--- src/rtl/sst_pkg.sv ---
package sst_pkg;
    typedef enum logic [0:0] {
        ST_IDLE  = 1'b0,
        ST_SHIFT = 1'b1
    } sst_state_e;
endpackage

--- src/rtl/sst_clk_sync.sv ---
module sst_clk_sync #(
    parameter int STAGES = 2
) (
    input  logic clk,
    input  logic rst_n,
    input  logic sclk_in,
    input  logic invert,
    output logic rise,
    output logic fall
);
    logic [STAGES:0] pipe;
    logic eff_now;
    logic eff_old;

    always_ff @(posedge clk or negedge rst_n) begin
        if (!rst_n) begin
            pipe <= '0;
        end else begin
            pipe <= {pipe[STAGES-1:0], sclk_in};
        end
    end

    always_comb begin
        eff_now = pipe[STAGES-1] ^ invert;
        eff_old = pipe[STAGES] ^ invert;
        rise    = eff_now & ~eff_old;
        fall    = ~eff_now & eff_old;
    end
endmodule

--- src/rtl/sst_hold_buf.sv ---
module sst_hold_buf #(
    parameter int W = 9
) (
    input  logic         clk,
    input  logic         rst_n,
    input  logic         active,
    input  logic         wr,
    input  logic [W-1:0] wdata,
    input  logic         pop,
    input  logic         bypass,
    output logic         valid,
    output logic [W-1:0] word
);
    always_ff @(posedge clk or negedge rst_n) begin
        if (!rst_n) begin
            valid <= 1'b0;
            word  <= '0;
        end else if (!active) begin
            valid <= 1'b0;
        end else if (wr && !bypass) begin
            word  <= wdata;
            valid <= 1'b1;
        end else if (pop) begin
            valid <= 1'b0;
        end
    end
endmodule

--- src/rtl/sst_shifter.sv ---
module sst_shifter
    import sst_pkg::*;
#(
    parameter int W = 9
) (
    input  logic         clk,
    input  logic         rst_n,
    input  logic         active,
    input  logic         rise,
    input  logic         fall,
    input  logic         wr,
    input  logic [W-1:0] wdata,
    input  logic         nine_mode,
    input  logic         hold_valid,
    input  logic [W-1:0] hold_word,
    output logic         pop,
    output logic         bypass,
    output logic         line_raw,
    output logic         busy
);
    localparam int CW = $clog2(W + 1);
    localparam logic [CW-1:0] NB_LONG  = CW'(W);
    localparam logic [CW-1:0] NB_SHORT = CW'(W - 1);

    sst_state_e         state;
    sst_state_e         state_nx;
    logic [W-1:0]       sr;
    logic [CW-1:0]      count;
    logic [CW-1:0]      nbits;
    logic               taken;
    logic               done;
    logic               load;
    logic [W-1:0]       load_word;

    always_comb begin
        done      = (state == ST_SHIFT) && fall && taken && (count == nbits);
        pop       = active && done && hold_valid;
        bypass    = active && wr && ((state == ST_IDLE) || (done && !hold_valid));
        load      = pop || bypass;
        load_word = pop ? hold_word : wdata;
    end

    always_comb begin
        state_nx = state;
        unique case (state)
            ST_IDLE: begin
                if (bypass) state_nx = ST_SHIFT;
            end
            ST_SHIFT: begin
                if (!active)            state_nx = ST_IDLE;
                else if (done && !load) state_nx = ST_IDLE;
            end
            default: state_nx = ST_IDLE;
        endcase
    end

    always_ff @(posedge clk or negedge rst_n) begin
        if (!rst_n) state <= ST_IDLE;
        else        state <= state_nx;
    end

    always_ff @(posedge clk or negedge rst_n) begin
        if (!rst_n) begin
            sr    <= '0;
            count <= '0;
            nbits <= NB_SHORT;
            taken <= 1'b0;
        end else if (!active) begin
            count <= '0;
            taken <= 1'b0;
        end else if (load) begin
            sr    <= load_word;
            count <= '0;
            taken <= 1'b0;
            nbits <= nine_mode ? NB_LONG : NB_SHORT;
        end else if (state == ST_SHIFT) begin
            if (rise && !taken && (count < nbits)) begin
                taken <= 1'b1;
                count <= count + 1'b1;
            end else if (fall && taken) begin
                taken <= 1'b0;
                sr    <= sr >> 1;
            end
        end
    end

    always_comb begin
        busy     = (state == ST_SHIFT);
        line_raw = busy ? sr[0] : 1'b1;
    end
endmodule

--- src/rtl/sst_slave_tx.sv ---
module sst_slave_tx #(
    parameter int DATA_W      = 8,
    parameter int SYNC_STAGES = 2
) (
    input  logic              clk,
    input  logic              rst_n,
    input  logic              sclk_in,
    output logic              sdata_out,
    input  logic              port_en,
    input  logic              tx_en,
    input  logic              master_sel,
    input  logic              rx_single_en,
    input  logic              rx_cont_en,
    input  logic              nine_mode,
    input  logic              ninth_bit,
    input  logic              clk_invert,
    input  logic              data_invert,
    input  logic              irq_en,
    input  logic              hold_wr,
    input  logic [DATA_W-1:0] hold_wdata,
    output logic              buf_empty,
    output logic              irq,
    output logic              shift_empty
);
    localparam int W = DATA_W + 1;

    logic         active;
    logic         rise;
    logic         fall;
    logic         pop;
    logic         bypass;
    logic         hold_valid;
    logic [W-1:0] hold_word;
    logic [W-1:0] wr_word;
    logic         line_raw;
    logic         busy;

    always_comb begin
        active  = port_en && tx_en && !master_sel && !rx_single_en && !rx_cont_en;
        wr_word = {ninth_bit, hold_wdata};
    end

    sst_clk_sync #(.STAGES(SYNC_STAGES)) u_sync (
        .clk     (clk),
        .rst_n   (rst_n),
        .sclk_in (sclk_in),
        .invert  (clk_invert),
        .rise    (rise),
        .fall    (fall)
    );

    sst_hold_buf #(.W(W)) u_hold (
        .clk    (clk),
        .rst_n  (rst_n),
        .active (active),
        .wr     (hold_wr),
        .wdata  (wr_word),
        .pop    (pop),
        .bypass (bypass),
        .valid  (hold_valid),
        .word   (hold_word)
    );

    sst_shifter #(.W(W)) u_shift (
        .clk        (clk),
        .rst_n      (rst_n),
        .active     (active),
        .rise       (rise),
        .fall       (fall),
        .wr         (hold_wr),
        .wdata      (wr_word),
        .nine_mode  (nine_mode),
        .hold_valid (hold_valid),
        .hold_word  (hold_word),
        .pop        (pop),
        .bypass     (bypass),
        .line_raw   (line_raw),
        .busy       (busy)
    );

    always_comb begin
        sdata_out   = line_raw ^ data_invert;
        buf_empty   = !hold_valid;
        irq         = buf_empty && irq_en;
        shift_empty = !busy;
    end
endmodule

--- config.mk ---
export PLATFORM = sky130hd
export DESIGN_NAME = sst_slave_tx
export DESIGN_NICKNAME = d
export VERILOG_FILES = /design/src/rtl/sst_pkg.sv /design/src/rtl/sst_clk_sync.sv /design/src/rtl/sst_hold_buf.sv /design/src/rtl/sst_shifter.sv /design/src/rtl/sst_slave_tx.sv
export SDC_FILE = /design/constraint.sdc
export NUM_CORES = 1
export LEC_CHECK = 0
export BUFFER_PORTS_ARGS = -buffer_cell sky130_fd_sc_hd__buf_4
export CAP_MARGIN = 20
export CORE_MARGIN = 4
export CORE_UTILIZATION = 48
export DETAILED_ROUTE_END_ITERATION = 12
export PLACE_DENSITY = 0.81
export RECOVER_POWER = 50
export SETUP_SLACK_MARGIN = 0.15
export SLEW_MARGIN = 20
export SYNTH_ARGS = -nofsm -noshare
export SYNTH_HDL_FRONTEND = slang
export SYNTH_SLANG_ARGS = --single-unit
--- constraint.sdc ---
create_clock -name clk -period 5.5 [get_ports clk]
set_clock_uncertainty 0.1 [all_clocks]
set_input_delay 1.1 -clock clk [delete_from_list [all_inputs] [get_ports clk]]
set_output_delay 1.1 -clock clk [all_outputs]
set_load 0.005 [all_outputs]
==> Flow_metrics.wiki, run 1 <==
{| class="wikitable"
! Metric !! Value
|-
| Relative contribution of sequential cells to total power || 0.582
|-
| Min cycle time layout || about 3.0 ns
|-
| Mean post-synth cell area || between 10 and 15 µm²
|-
| Number of standard cells after synthesis || between 100 and 150
|-
| Number of gates resized after CTS || 0
|-
| Total wire length || 2740 µm
|-
| Overall die width || ~64 µm
|-
| Area fraction of the dominant cell type after synthesis || 0.475
|-
| Quantity of hold-fixing buffers added after cts || 0
|-
| Nets@finish || 180
|-
| Final worst-path cycle share || 0.543
|-
| Die Y || 64.4 µm
|-
| Number of clock sinks || 29
|-
| Grt peak-use layer || met2
|-
| Static leakage power || 0.791 nW
|-
| Final setup fails || 0
|-
| Type of element capturing the critical path || register
|-
| Number of instances on the worst hold path || 0
|-
| Setup TNS after final layout || 0 ns
|-
| Dominant register cell in the synthesized netlist || dfrtp_1
|-
| Clock H-tree levels || 2
|-
| Area growth syn-to-layout || 16.1%
|-
| Worst ir drop on vdd || ~0.16 mV
|-
| Critical path type || in2reg
|-
| DIE AREA || 0.00415 mm²
|-
| Number of antenna violations at the first check in global routing || 0
|-
| Worst skew pair latency || 0.32 ns
|-
| Effective utilization at floorplan || 0.500
|-
| Ys Warns || 0
|-
| Final ANT Viol Nets || 0
|-
| Max Freq || about 330 MHz
|-
| Worst setup SP type || input pin
|-
| Number of buffers created by CTS || 5
|-
| Synthesis-stage register bit count || 29
|-
| Distinct cells, synth || 37
|-
| Area of the core || 0.00305 mm²
|-
| FF-to-FF path depth || 6
|-
| TritonCTS clock tree || yes
|-
| Row count || 20
|-
| Maximum fanout along the worst path || 9
|-
| Cell types occupying the most area after synthesis || dfrtp_1 48%, mux2i_1 6.6%, o211ai_2 6.6%
|-
| R2r setup slk || about 3.2 ns
|-
| Hold/Removal Path Class || reg2reg
|-
| Fraction of final layout cells with drive strength greater than 1 || 0.357
|-
| Combinational share of power || 0.137
|-
| Violations in the final reports || max-capacitance violations, max-slew violations
|-
| Remaining global-route overflow || 0
|-
| Via density per instance || 5.30
|-
| Data arrival time of the critical path || 3.07 ns
|-
| CP Data Required Time || 5.58 ns
|-
| Switching power share of the total || 0.252
|-
| Total via count after detailed routing || about 1,100
|-
| Met3 Usage GRT || 0.0503
|-
| Clock transition at path regs || 0.08 ns
|-
| Pin count of the biggest net entering global routing || 30
|-
| Post-CTS setup buffer count || 0
|-
| Final GP Congestion || ~0.75
|-
| Cell type with the highest aggregate area in the netlist || dfrtp_1
|-
| Deepest clock path buffer count || 2
|-
| Most common library cell in the layout ignoring fill and taps || dfrtp_1
|-
| Total standard cell area after synthesis || 0.00153 mm²
|-
| Endpoint of the worst-slack reg-to-reg timing path || u_shift.sr[6]
|-
| Slew headroom || -0.0329
|-
| Portion of total power attributed to the clock network || 0.281
|-
| Number of detailed-routing iterations run before antenna repair || 6
|-
| Detailed placement HPWL || slightly above 2000 µm
|-
| Startpoint of the worst hold path || u_sync.pipe[0]
|-
| Global-route wire length before repair || 4660 µm
|-
| Combined global-route utilization of all metal layers || 0.146
|-
| Met1 Track Usage GR || 0.162
|-
| IO Count || 26
|-
| 1st-iter DRT viols || 35
|-
| Origin of the critical flop-to-flop path || u_shift.count[0]
|-
| Met2 demand-to-capacity share in global routing || 0.256
|-
| Seq/Total Area, Yosys || 0.475
|-
| Status || finished, violations left
|-
| Diode count || 0
|-
| Total net switching power || 0.106 mW
|-
| Final Max Tran Viols || 30
|-
| Setup slack at placement || approximately 2.2 ns
|-
| Residual DRC || 0
|-
| Leading cell types in the layout, fill and taps excluded || 29 x dfrtp_1, 23 x buf_4, 14 x nand2_1
|-
| Worst Setup Slack, final || approximately 2.5 ns
|-
| End point of the worst hold path || u_sync.pipe[1]
|-
| Number of global-route vias before repair || 1,070
|-
| Measured slew at the worst slew-check pin || 1.55 ns
|-
| Cell chosen for the clock root || clkbuf_4
|-
| Final count of hold timing violations || 0
|-
| Pwr dens || 238 mW/mm²
|-
| Internal power || around 0.32 mW
|-
| EDFF count, synth || 0
|-
| Wire length per cell after detailed routing || between 10 and 15 µm
|-
| Number of nets in the synthesized netlist || 153
|-
| Proportion of register bits with asynchronous set or reset after synthesis || 1.00
|-
| Port buffer count || 25
|-
| Unrepaired setup endpoints after global routing || no
|-
| Max capacitance violation total || 1
|}
[registers in the layout, indices dropped and copies added (netlist names)]
register / flops
u_shift.taken: 1
u_shift.nbits: 1
u_shift.count: 4
u_hold.valid: 1
u_shift.busy: 1
u_shift.sr: 9
u_hold.word: 9
u_sync.pipe: 3
[cells by family after synthesis]
logic type	after synthesis	share of synthesized area
xor+xnor	3	0.0172
compound gates	25	0.152
simple gates	41	0.160
fa+ha+maj	2	0.0164
buf+inv	9	0.0377
mux	20	0.142
flops	29	0.475
[layer usage]
layer / vias to the layer above / routed length [µm]
met5: - / 0
li1: 522 / -
met4: 0 / 44
met2: 20 / 1460
met3: 7 / 108
met1: 517 / 1130
[area by class of cell]
| type | instances | area (µm²) |
|---|---|---|
| clock buffer | 8 | 48.8 |
| fill | 273 | 1280 |
| inverter | 4 | 15.0 |
| multi-input combinational | 91 | 744 |
| sequential | 29 | 726 |
| tap | 44 | 55.1 |
| timing repair buffer | 25 | 184 |
[worst max path at each step]
stage / start / end / slack (ns) / cells after the start
3_3_place_gp: rx_cont_en / u_shift.sr[5] / 2.25 / 5
2_1_floorplan: rx_cont_en / u_hold.word[0] / 2.79 / 4
5_1_grt: rx_cont_en / u_shift.sr[6] / 2.44 / 5
6_report: rx_cont_en / u_shift.sr[6] / 2.51 / 5
3_5_place_dp: rx_cont_en / u_shift.sr[6] / 2.17 / 5
4_1_cts: rx_cont_en / u_shift.sr[6] / 2.51 / 5
[power by group through the flow]
stage                     clock network [mW]  registers, mW  logic (mW)
after detailed placement                   0          0.249      0.0591
after global placement                     0          0.249      0.0556
after CTS                              0.123          0.246      0.0593
after global routing                   0.133          0.248      0.0644
after floorplan                            0          0.246      0.0357
final                                  0.118          0.245      0.0578
[synth_stat cells, types with 2 or more instances]
cell type  instances
dfrtp_1           29
nand2_1           14
mux2i_1           10
mux2_2             8
o211ai_2           8
nand3_1            7
nor2_1             7
a21oi_1            5
inv_1              4
o21ai_0            4
buf_6              3
or3b_2             3
ha_1               2
xnor2_1            2
[critical path, cell delays in order]
cell and delay (ns):
buf_4 0.10, or4_1 0.70, nor4_4 0.75, mux2i_1 0.31, o211ai_2 0.10
[through the flow]
step | instances | cell area (µm²) | total power, mW | hold slack, ns | util
3_3_place_gp | 193 | 1730 | 0.304 | 0.240 | 0.566
5_1_grt | 201 | 1770 | 0.445 | 0.262 | 0.581
2_1_floorplan | 129 | 1530 | 0.282 | 0.231 | -
4_1_cts | 201 | 1780 | 0.428 | 0.261 | 0.582
6_report | 201 | 1770 | 0.421 | 0.258 | 0.581
3_5_place_dp | 193 | 1730 | 0.308 | 0.241 | 0.566
Note: power is estimated with default switching activity, not from simulation.
==> run 2: changes to the inputs <==
- PLACE_DENSITY: 0.81 -> 0.84
- clock period: 5.5 -> 2.6 ns (I/O delays scaled with it)
==> Flow_metrics.wiki, run 2 (synthesis gave the netlist of run 1 again) <==
{| class="wikitable"
! Metric !! Value
|-
| Setup TNS after final layout || 0 ns (unchanged)
|-
| Port buffer count || 25 (unchanged)
|-
| Clock H-tree levels || 2 (unchanged)
|-
| Row count || 20 (unchanged)
|-
| Count of placed standard cells in the final layout, fillers left out || 205 (+2.0%)
|-
| Fillers || 265 (-2.9%)
|-
| Global-route wire length before repair || 5180 µm (+11%)
|-
| Final count of hold timing violations || 0 (unchanged)
|-
| Final ANT Viol Nets || 0 (unchanged)
|-
| Final total power || 0.919 mW (+120%)
|-
| Hold/Removal Path Class || in2reg
|-
| Pwr dens || 504 mW/mm² (+110%)
|-
| Min cycle time layout || 2.11 ns
|-
| CP Data Required Time || 2.71 ns (-2.87 ns)
|-
| Status || completed
|-
| 1st-iter DRT viols || 51 (+46%)
|-
| Area growth syn-to-layout || 19.3%
|-
| Critical path type || in2reg
|-
| Type of element capturing the critical path || register
|-
| Worst setup SP type || input pin
|-
| Number of detailed-routing iterations run before antenna repair || 4 (-2)
|-
| Number of buffers created by CTS || 5 (unchanged)
|-
| Area occupied by multi-input gates || 744 µm² (unchanged)
|-
| Most common library cell in the layout ignoring fill and taps || dfrtp_1
|-
| Max Freq || ~470 MHz
|-
| Combined global-route utilization of all metal layers || 0.167 (+0.0206)
|-
| Max capacitance violation total || 0 (-1)
|-
| Final GP Congestion || 0.791 (+5.0%)
|-
| Post-CTS setup buffer count || 0 (unchanged)
|-
| Final worst-path cycle share || 0.813
|-
| Deepest clock path buffer count || 2 (unchanged)
|-
| TritonCTS clock tree || yes
|-
| Unrepaired setup endpoints after global routing || no
|-
| Number of gates resized after CTS || 0 (unchanged)
|-
| Data arrival time of the critical path || 2.22 ns (-0.85 ns)
|-
| Setup slack at placement || 0.134 ns (-2.03 ns)
|-
| Static leakage power || 0.823 nW (+4.0%)
|-
| Top Registers || u_hold.word: 9 flops, u_shift.sr: 9 flops, u_shift.count: 4 flops
|-
| Number of clock sinks || 29 (unchanged)
|-
| Wire length per cell after detailed routing || 14.3 µm (+4.9%)
|-
| IO Count || 26 (unchanged)
|-
| Worst Setup Slack, final || 0.485 ns (-2.03 ns)
|-
| Remaining global-route overflow || 0 (unchanged)
|-
| Number of global-route vias before repair || 1,135 (+6.1%)
|-
| Slew headroom || 0.682 (+0.715)
|-
| Effective utilization at floorplan || 0.500 (unchanged)
|-
| Leading cell types in the layout, fill and taps excluded || 29 x dfrtp_1, 28 x buf_4, 14 x nand2_1
|-
| Post-Route Hold Slack || 0.222 ns (-0.0355 ns)
|-
| DIE AREA || 0.00415 mm² (unchanged)
|-
| Final setup fails || 0 (unchanged)
|-
| Residual DRC || 0 (unchanged)
|-
| Via density per instance || 5.40 (+1.9%)
|-
| Clock transition at path regs || 0.09 ns (about the same)
|-
| Measured slew at the worst slew-check pin || 0.475 ns (-1.07 ns)
|-
| Total wire length || 2930 µm (+7.0%)
|-
| Cell chosen for the clock root || clkbuf_4
|-
| Pin count of the biggest net entering global routing || 30 (unchanged)
|-
| Worst ir drop on vdd || 0.306 mV (+94%)
|-
| Fraction of final layout cells with drive strength greater than 1 || 0.385 (+0.0284)
|-
| Die Y || 64.4 µm (unchanged)
|-
| Total area of sequential cells || 726 µm² (unchanged)
|-
| Total via count after detailed routing || 1,108 (+3.9%)
|-
| Nets@finish || 185 (+2.8%)
|-
| Final Max Tran Viols || 0 (-100%)
|-
| Area of the core || 0.00305 mm² (unchanged)
|-
| Slowest cell on crit path || or4_1
|-
| Detailed placement HPWL || 2180 µm (+8.4%)
|-
| Cells along the critical path || buf_4 -> or4_1 -> nor3_4 -> mux2_2
|-
| Worst skew pair latency || 0.32 ns (about the same)
|-
| Diode count || 0 (unchanged)
|-
| Number of antenna violations at the first check in global routing || 0 (unchanged)
|-
| Overall die width || 64.4 µm (unchanged)
|-
| Quantity of hold-fixing buffers added after cts || 0 (unchanged)
|-
| Maximum fanout along the worst path || 9 (unchanged)
|-
| Placed instance count || 197 (+2.1%)
|-
| Longest individual stage delay on the worst path || 0.71 ns (-0.04 ns)
|}
run 2: worst max-delay path: cells and delay by family:
kind	cells	cell delay [ns]
buffers and inverters	1	0.10
muxes	1	0.40
and+or+nand+nor	2	1.20
run 2: per-stage QoR:
step | instance area [µm²] | util
2_1_floorplan | 1530 | -
3_3_place_gp | 1760 | 0.576
3_5_place_dp | 1760 | 0.576
4_1_cts | 1810 | 0.594
5_1_grt | 1820 | 0.597
6_report | 1820 | 0.597
run 2: where the power goes:
part	internal (mW)	switching [mW]
clock	0.127	0.150
combinational	0.0673	0.0562
sequential	0.494	0.0250
total	0.688	0.231
run 2: final timing paths:
path / slack, ns / startpoint / cells after the start / end
worst max-delay path: 0.49 / rx_cont_en / 4 / u_hold.word[0]
worst min-delay path: 0.22 / sclk_in / 1 / u_sync.pipe[0]
worst max register to register: 0.49 / u_shift.count[0] / 7 / u_shift.count[2]
worst min register to register: 0.26 / u_sync.pipe[0] / 0 / u_sync.pipe[1]
max in group asynchronous: 1.58 / rst_n / 2 / u_hold.word[8]
min in group asynchronous: 0.55 / rst_n / 2 / u_sync.pipe[1]
run 2: layout make-up:
cell class / instances / area share
repair buffers: 30 / 0.125
multi-input cells: 91 / 0.408
flip-flops and latches: 29 / 0.398
well taps: 44 / 0.0302
inverters: 4 / 0.00824
clock buffers: 7 / 0.0302
run 2: routing by layer:
metal / global-route usage / up-vias / part of all wire
li1: - / 532 / -
met1: 0.194 / 539 / 0.40
met2: 0.272 / 33 / 0.54
met3: 0.0693 / 4 / 0.048
met4: 0.0660 / 0 / 0.0078
met5: 0 / - / 0
